$ cat src/rtl/ramio_pkg.sv
package ramio_pkg;
  localparam int NUM_REGS      = 6;
  localparam int MODE_W        = 2;
  localparam int STAT_DONE_BIT = 6;

  typedef enum logic [1:0] {
    TCMD_NOP     = 2'b00,
    TCMD_HALT    = 2'b01,
    TCMD_HALT_TC = 2'b10,
    TCMD_START   = 2'b11
  } tmr_cmd_e;

  typedef enum logic [2:0] {
    OFS_CMD    = 3'd0,
    OFS_PA     = 3'd1,
    OFS_PB     = 3'd2,
    OFS_PC     = 3'd3,
    OFS_CNT_LO = 3'd4,
    OFS_CNT_HI = 3'd5
  } reg_ofs_e;
endpackage

$ cat src/rtl/ramio_sram.sv
module ramio_sram #(
  parameter int AW = 8,
  parameter int DW = 8
) (
  input  logic          clk,
  input  logic          we,
  input  logic          re,
  input  logic [AW-1:0] a,
  input  logic [DW-1:0] d,
  output logic [DW-1:0] q
);
  localparam int DEPTH = 1 << AW;

  logic [DW-1:0] mem [DEPTH];

  // Read-first single-port RAM, inferable as block RAM.
  always_ff @(posedge clk) begin
    if (we) mem[a] <= d;
    if (re) q <= mem[a];
  end
endmodule

$ cat src/rtl/ramio_port.sv
module ramio_port #(
  parameter int W = 8
) (
  input  logic         clk,
  input  logic         rst,
  input  logic         lat_we,
  input  logic [W-1:0] lat_d,
  input  logic         dir_we,
  input  logic         dir_d,
  input  logic [W-1:0] pins,
  output logic [W-1:0] lat_q,
  output logic         oe,
  output logic [W-1:0] rd_val
);
  always_ff @(posedge clk) begin
    if (rst) begin
      lat_q <= '0;
      oe    <= 1'b0;
    end else begin
      if (lat_we) lat_q <= lat_d;
      if (dir_we) oe    <= dir_d;
    end
  end

  assign rd_val = oe ? lat_q : pins;
endmodule

$ cat src/rtl/ramio_timer.sv
module ramio_timer
  import ramio_pkg::*;
#(
  parameter int DW    = 8,
  parameter int CNT_W = 14
) (
  input  logic              clk,
  input  logic              rst,
  input  logic [DW-1:0]     wdata,
  input  logic              len_lo_we,
  input  logic              len_hi_we,
  input  logic              cmd_we,
  input  tmr_cmd_e          cmd,
  input  logic              tick,
  input  logic              stat_rd,
  output logic [CNT_W-1:0]  cnt,
  output logic [MODE_W-1:0] mode,
  output logic              out_n,
  output logic              done
);
  localparam int HI_W = CNT_W - DW;

  logic [CNT_W-1:0] len;
  logic             run;
  logic             stop_pend;
  logic             at_tc;

  assign at_tc = (cnt <= CNT_W'(1));

  always_ff @(posedge clk) begin
    if (rst) begin
      len       <= '0;
      mode      <= '0;
      cnt       <= '0;
      run       <= 1'b0;
      stop_pend <= 1'b0;
      out_n     <= 1'b1;
      done      <= 1'b0;
    end else begin
      if (len_lo_we) len[DW-1:0] <= wdata;
      if (len_hi_we) begin
        len[CNT_W-1:DW] <= wdata[HI_W-1:0];
        mode            <= wdata[DW-1 -: MODE_W];
      end

      if (stat_rd) done <= 1'b0;
      if (tick && !out_n) out_n <= 1'b1;

      if (run && tick) begin
        if (at_tc) begin
          out_n <= 1'b0;
          done  <= 1'b1;  // written after the clear: a set wins
          if (mode[0] && !stop_pend) begin
            cnt <= len;
          end else begin
            cnt       <= '0;
            run       <= 1'b0;
            stop_pend <= 1'b0;
          end
        end else begin
          cnt <= cnt - CNT_W'(1);
        end
      end

      if (cmd_we) begin
        case (cmd)
          TCMD_HALT: begin
            run       <= 1'b0;
            stop_pend <= 1'b0;
          end
          TCMD_HALT_TC: begin
            if (run) stop_pend <= 1'b1;
          end
          TCMD_START: begin
            cnt       <= len;
            run       <= 1'b1;
            stop_pend <= 1'b0;
          end
          default: ;
        endcase
      end
    end
  end
endmodule

$ cat src/rtl/bus_ramio_timer.sv
module bus_ramio_timer
  import ramio_pkg::*;
#(
  parameter int DW    = 8,
  parameter int AW    = 8,
  parameter int PC_W  = 6,
  parameter int CNT_W = 14
) (
  input  logic            clk,
  input  logic            rst,
  input  logic            cs,
  input  logic            io_sel,
  input  logic [AW-1:0]   addr,
  input  logic            wr_en,
  input  logic            rd_en,
  input  logic [DW-1:0]   wdata,
  output logic [DW-1:0]   rdata,
  input  logic [DW-1:0]   pa_in,
  output logic [DW-1:0]   pa_out,
  output logic            pa_oe,
  input  logic [DW-1:0]   pb_in,
  output logic [DW-1:0]   pb_out,
  output logic            pb_oe,
  input  logic [PC_W-1:0] pc_in,
  output logic [PC_W-1:0] pc_out,
  output logic            pc_oe,
  input  logic            tmr_tick,
  output logic            tmr_out_n
);
  localparam int IDX_W = $clog2(NUM_REGS);

  logic             acc_wr, acc_rd, reg_hit;
  logic [IDX_W-1:0] reg_idx;
  logic             ram_we, ram_re;
  logic             cmd_we, pa_we, pb_we, pc_we, lo_we, hi_we, stat_rd;
  logic [DW-1:0]    ram_q;
  logic [DW-1:0]    pa_rd, pb_rd;
  logic [PC_W-1:0]  pc_rd;
  logic [CNT_W-1:0] cnt;
  logic [MODE_W-1:0] mode;
  logic             done;
  logic [DW-1:0]    reg_val, reg_q;
  logic             sel_ram;

  // Access decode
  assign acc_wr  = cs && wr_en;
  assign acc_rd  = cs && rd_en;
  assign reg_hit = io_sel && (addr < AW'(NUM_REGS));
  assign reg_idx = addr[IDX_W-1:0];
  assign ram_we  = acc_wr && !io_sel;
  assign ram_re  = acc_rd && !io_sel;

  assign cmd_we  = acc_wr && reg_hit && (reg_idx == OFS_CMD);
  assign pa_we   = acc_wr && reg_hit && (reg_idx == OFS_PA);
  assign pb_we   = acc_wr && reg_hit && (reg_idx == OFS_PB);
  assign pc_we   = acc_wr && reg_hit && (reg_idx == OFS_PC);
  assign lo_we   = acc_wr && reg_hit && (reg_idx == OFS_CNT_LO);
  assign hi_we   = acc_wr && reg_hit && (reg_idx == OFS_CNT_HI);
  assign stat_rd = acc_rd && reg_hit && (reg_idx == OFS_CMD);

  ramio_sram #(.AW(AW), .DW(DW)) u_ram (
    .clk (clk),
    .we  (ram_we),
    .re  (ram_re),
    .a   (addr),
    .d   (wdata),
    .q   (ram_q)
  );

  ramio_port #(.W(DW)) u_pa (
    .clk (clk), .rst (rst),
    .lat_we (pa_we), .lat_d (wdata),
    .dir_we (cmd_we), .dir_d (wdata[0]),
    .pins (pa_in), .lat_q (pa_out), .oe (pa_oe), .rd_val (pa_rd)
  );

  ramio_port #(.W(DW)) u_pb (
    .clk (clk), .rst (rst),
    .lat_we (pb_we), .lat_d (wdata),
    .dir_we (cmd_we), .dir_d (wdata[1]),
    .pins (pb_in), .lat_q (pb_out), .oe (pb_oe), .rd_val (pb_rd)
  );

  ramio_port #(.W(PC_W)) u_pc (
    .clk (clk), .rst (rst),
    .lat_we (pc_we), .lat_d (wdata[PC_W-1:0]),
    .dir_we (cmd_we), .dir_d (&wdata[3:2]),
    .pins (pc_in), .lat_q (pc_out), .oe (pc_oe), .rd_val (pc_rd)
  );

  ramio_timer #(.DW(DW), .CNT_W(CNT_W)) u_tmr (
    .clk       (clk),
    .rst       (rst),
    .wdata     (wdata),
    .len_lo_we (lo_we),
    .len_hi_we (hi_we),
    .cmd_we    (cmd_we),
    .cmd       (tmr_cmd_e'(wdata[DW-1 -: 2])),
    .tick      (tmr_tick),
    .stat_rd   (stat_rd),
    .cnt       (cnt),
    .mode      (mode),
    .out_n     (tmr_out_n),
    .done      (done)
  );

  // Register read mux
  always_comb begin
    reg_val = '0;
    if (reg_hit) begin
      case (reg_idx)
        OFS_CMD:    reg_val[STAT_DONE_BIT] = done;
        OFS_PA:     reg_val = pa_rd;
        OFS_PB:     reg_val = pb_rd;
        OFS_PC:     reg_val = DW'(pc_rd);
        OFS_CNT_LO: reg_val = cnt[DW-1:0];
        OFS_CNT_HI: reg_val = {mode, cnt[CNT_W-1:DW]};
        default:    reg_val = '0;
      endcase
    end
  end

  always_ff @(posedge clk) begin
    if (rst) begin
      reg_q   <= '0;
      sel_ram <= 1'b0;
    end else if (acc_rd) begin
      sel_ram <= !io_sel;
      if (io_sel) reg_q <= reg_val;
    end
  end

  assign rdata = sel_ram ? ram_q : reg_q;
endmodule

$ cat config.mk
export PLATFORM = sky130hd
export DESIGN_NAME = bus_ramio_timer
export DESIGN_NICKNAME = d
export VERILOG_FILES = /design/src/rtl/ramio_pkg.sv /design/src/rtl/ramio_sram.sv /design/src/rtl/ramio_port.sv /design/src/rtl/ramio_timer.sv /design/src/rtl/bus_ramio_timer.sv
export SDC_FILE = /design/constraint.sdc
export NUM_CORES = 2
export LEC_CHECK = 0
export CAP_MARGIN = 20
export CORE_MARGIN = 2
export CORE_UTILIZATION = 50
export CTS_BUF_LIST = sky130_fd_sc_hd__clkbuf_8
export DETAILED_ROUTE_END_ITERATION = 8
export PLACE_DENSITY = 0.66
export SYNTH_ARGS = -nofsm -noshare
export SYNTH_HDL_FRONTEND = slang
export SYNTH_SLANG_ARGS = --single-unit
$ cat constraint.sdc
create_clock -name clk -period 4.3 [get_ports clk]
set_input_delay 1.075 -clock clk [delete_from_list [all_inputs] [get_ports clk]]
set_output_delay 1.075 -clock clk [all_outputs]
set_load 0.02 [all_outputs]
==> impl_metrics.ini <==
[timing]
skew_ns = 0.0758
hold_ws_ns = 0.428
max_freq_ghz = 0.272
fin_crit_sh_pct = 85.6
finalHoldViolations = 0
maxSlewViolCount = 0
finalSetupViolations = 0
worst_pin_slew_ns = 1.17
slew_headroom_pct = 22.0
rsz0062_at_grt = false
fin_ws_ns = 0.619
fin_crit_ns = 3.68

[finish]
fin_util_pct = 58.3
finalNonFillerCells = 7027
area_growth_pct = 15.8
nets = 4665
drive_gt1_share_pct = 30.3

[worst_setup_path]
worstSetupStartpointType = flop
slowest_stage = dfxtp_1
critical_path_class = flop to primary output
cpPeakStageDelay_ns = 0.60
cp.required_ns = 3.22
crit_fanout = 9
path_cells = mux2_2 -> clkdlybuf4s50_1
r2r_slack_ns = 1.40
end_kind = primary output
arrival_ns = 2.61

[global_routing]
grt_first_pass_wirelength_um = 300000
globalRoute.totalOverflow = 0
grt_pass1_vias = 43200
grt_max_degree = 201
gr-usage-all-layers_pct = 24.7
antenna_found_initial = 9

[cts]
cts_resized = 0
insertion_delay_ns = 1.05
cts_max_path_buffers = 4
cts.clk_slew.worst_paths_ns = 0.06
cts_tree = built
cts_setup_buffers = 0
hold_buffers = 0
cts.sinks = 2124
htree_levels = 5
cts_root_buffer = clkbuf_8
cts_buffers = 345

[pwr]
vdd_drop_max_uv = 345
p_total_w = 0.0402
powerDensity_mw_per_mm2 = 425
p_leak_nw = 30.4

[routing]
firstDrtPassIters = 5
routed_via_density = 6.13
wl_per_cell_um = 29.3
ant_nets = 0
vias = 43100
drt_iter0_markers = 5581
drc = 0
totalWireLength_um = 206000

[synth]
syn_area_mm2 = 0.0818
syn_avg_cell_area_um2 = 20.8
netlist_instances = 3941
yosysMostFrequentCell = edfxtp_1
synth_seq_cells = 2124
yosysTopAreaCell = edfxtp_1
post-synth-top-area-fraction_pct = 75.5
synth_fp_nets = 3989
synth_enable_flop_cells = 2056
seq_area_frac_synth_pct = 77.2
synth_commonest_cells = edfxtp_1 (2056), mux4_2 (512), nor2_1 (300)
synthTopCellsByArea = edfxtp_1 (75%), mux4_2 (14%), a22oi_1 (2.4%), dfxtp_1 (1.7%), nor2_1 (1.4%)
synth_warnings = 0
ys_types = 52
synthArstFlopShare_pct = 0
synth_ff_type = edfxtp_1

[die]
dieArea_mm2 = 0.167
core_area_mm2 = 0.163
die_w_um = 408
row_count = 148
design.portCount = 79
start_util_pct = 50.3
die_h_um = 408

[run_status]
outcome = completed

[flow_run]
cap_violations = 0

[place]
io_buffers = 78
dp.cells = 6445
gp_congestion = 0.870
dp_hpwl_um = 125000
place_ws_ns = -0.248

[min_path]
min_path_type = primary input to flop
## flip-flops by register name (all words and copies together), names as in the netlist
register and cells:
reg_q 8, u_pa.oe 1, u_tmr.len 14, u_pc.lat_q 6
u_tmr.done 1, u_pb.lat_q 8, u_pb.oe 1, u_pa.lat_q 8
u_tmr.run 1, u_tmr.cnt 14, u_tmr.out_n 1, sel_ram 1
u_ram.mem 2048, u_tmr.stop_pend 1, u_ram.q 8, u_tmr.mode 2
u_pc.oe 1
## worst paths after layout
path	from	to	cells past startpoint
max	sel_ram	rdata[7]	2
max reg2reg	u_ram.mem[172][4]	u_ram.q[4]	5
min reg2reg	u_tmr.len[6]	u_tmr.len[6]	2
min	wdata[7]	u_ram.mem[152][7]	1
## routing by layer
| layer | up-vias | wire (um) | GRT usage (%) |
|---|---|---|---|
| li1 | 17900 | - | - |
| met1 | 22600 | 82700 | 35.8 |
| met2 | 2244 | 99500 | 38.8 |
| met3 | 315 | 18900 | 4.70 |
| met4 | 4 | 4790 | 7.00 |
| met5 | - | 32 | 0 |
## cell families after synthesis
| family | after synthesis | share of synthesized area (%) |
|---|---|---|
| buffers and inverters | 255 | 1.25 |
| XOR/XNOR | 6 | 0.0643 |
| AND/OR/NAND/NOR | 479 | 2.49 |
| flip-flops | 2124 | 77.2 |
| multiplexers | 565 | 14.8 |
| AO/OA/AOI/OAI | 509 | 4.22 |
| adder cells (fa/ha/maj) | 3 | 0.0459 |
## metrics by stage
step	setup TNS [ns]	instance area (um2)
finish	0	94700
global route	0	94700
CTS	0	94700
detailed placement	-0.522	88800
global placement	-0.401	88800
floorplan	0	81800
## area by class of cell
type,instances,area [um2]
tap,2175,2720
fill,11900,67900
clock inverter,226,1100
inverter,4,15.0
clock buffer,351,4830
sequential,2124,63100
antenna,5,12.5
multi-input combinational,1562,17800
timing repair buffer,580,5190
## worst max-delay path: cells and delay by family, from the launching register on
family	cells	cell delay, ns
buffers and inverters	1	0.56
muxes	1	0.42
DFF	1	0.60
## cells in the final DEF (no fill, tap or decap), types with 68 or more instances in the layout
| cell | n |
|---|---|
| clkbuf_8 | 351 |
| nor2_1 | 299 |
| a21oi_1 | 162 |
| edfxtp_1 | 2056 |
| inv_1 | 106 |
| nand2_1 | 68 |
| buf_4 | 454 |
| dfxtp_1 | 68 |
| mux4_2 | 512 |
| a22oi_1 | 260 |
| clkinv_1 | 78 |
## report_power, final
group	total, W	internal [W]	switching, W	leakage [nW]
Combinational	0.00197	0.000744	0.00123	7.90
Clock	0.0156	0.00794	0.00761	3.43
Sequential	0.0227	0.0227	0.0000100	19.0
(Power assumes the default switching activity.)
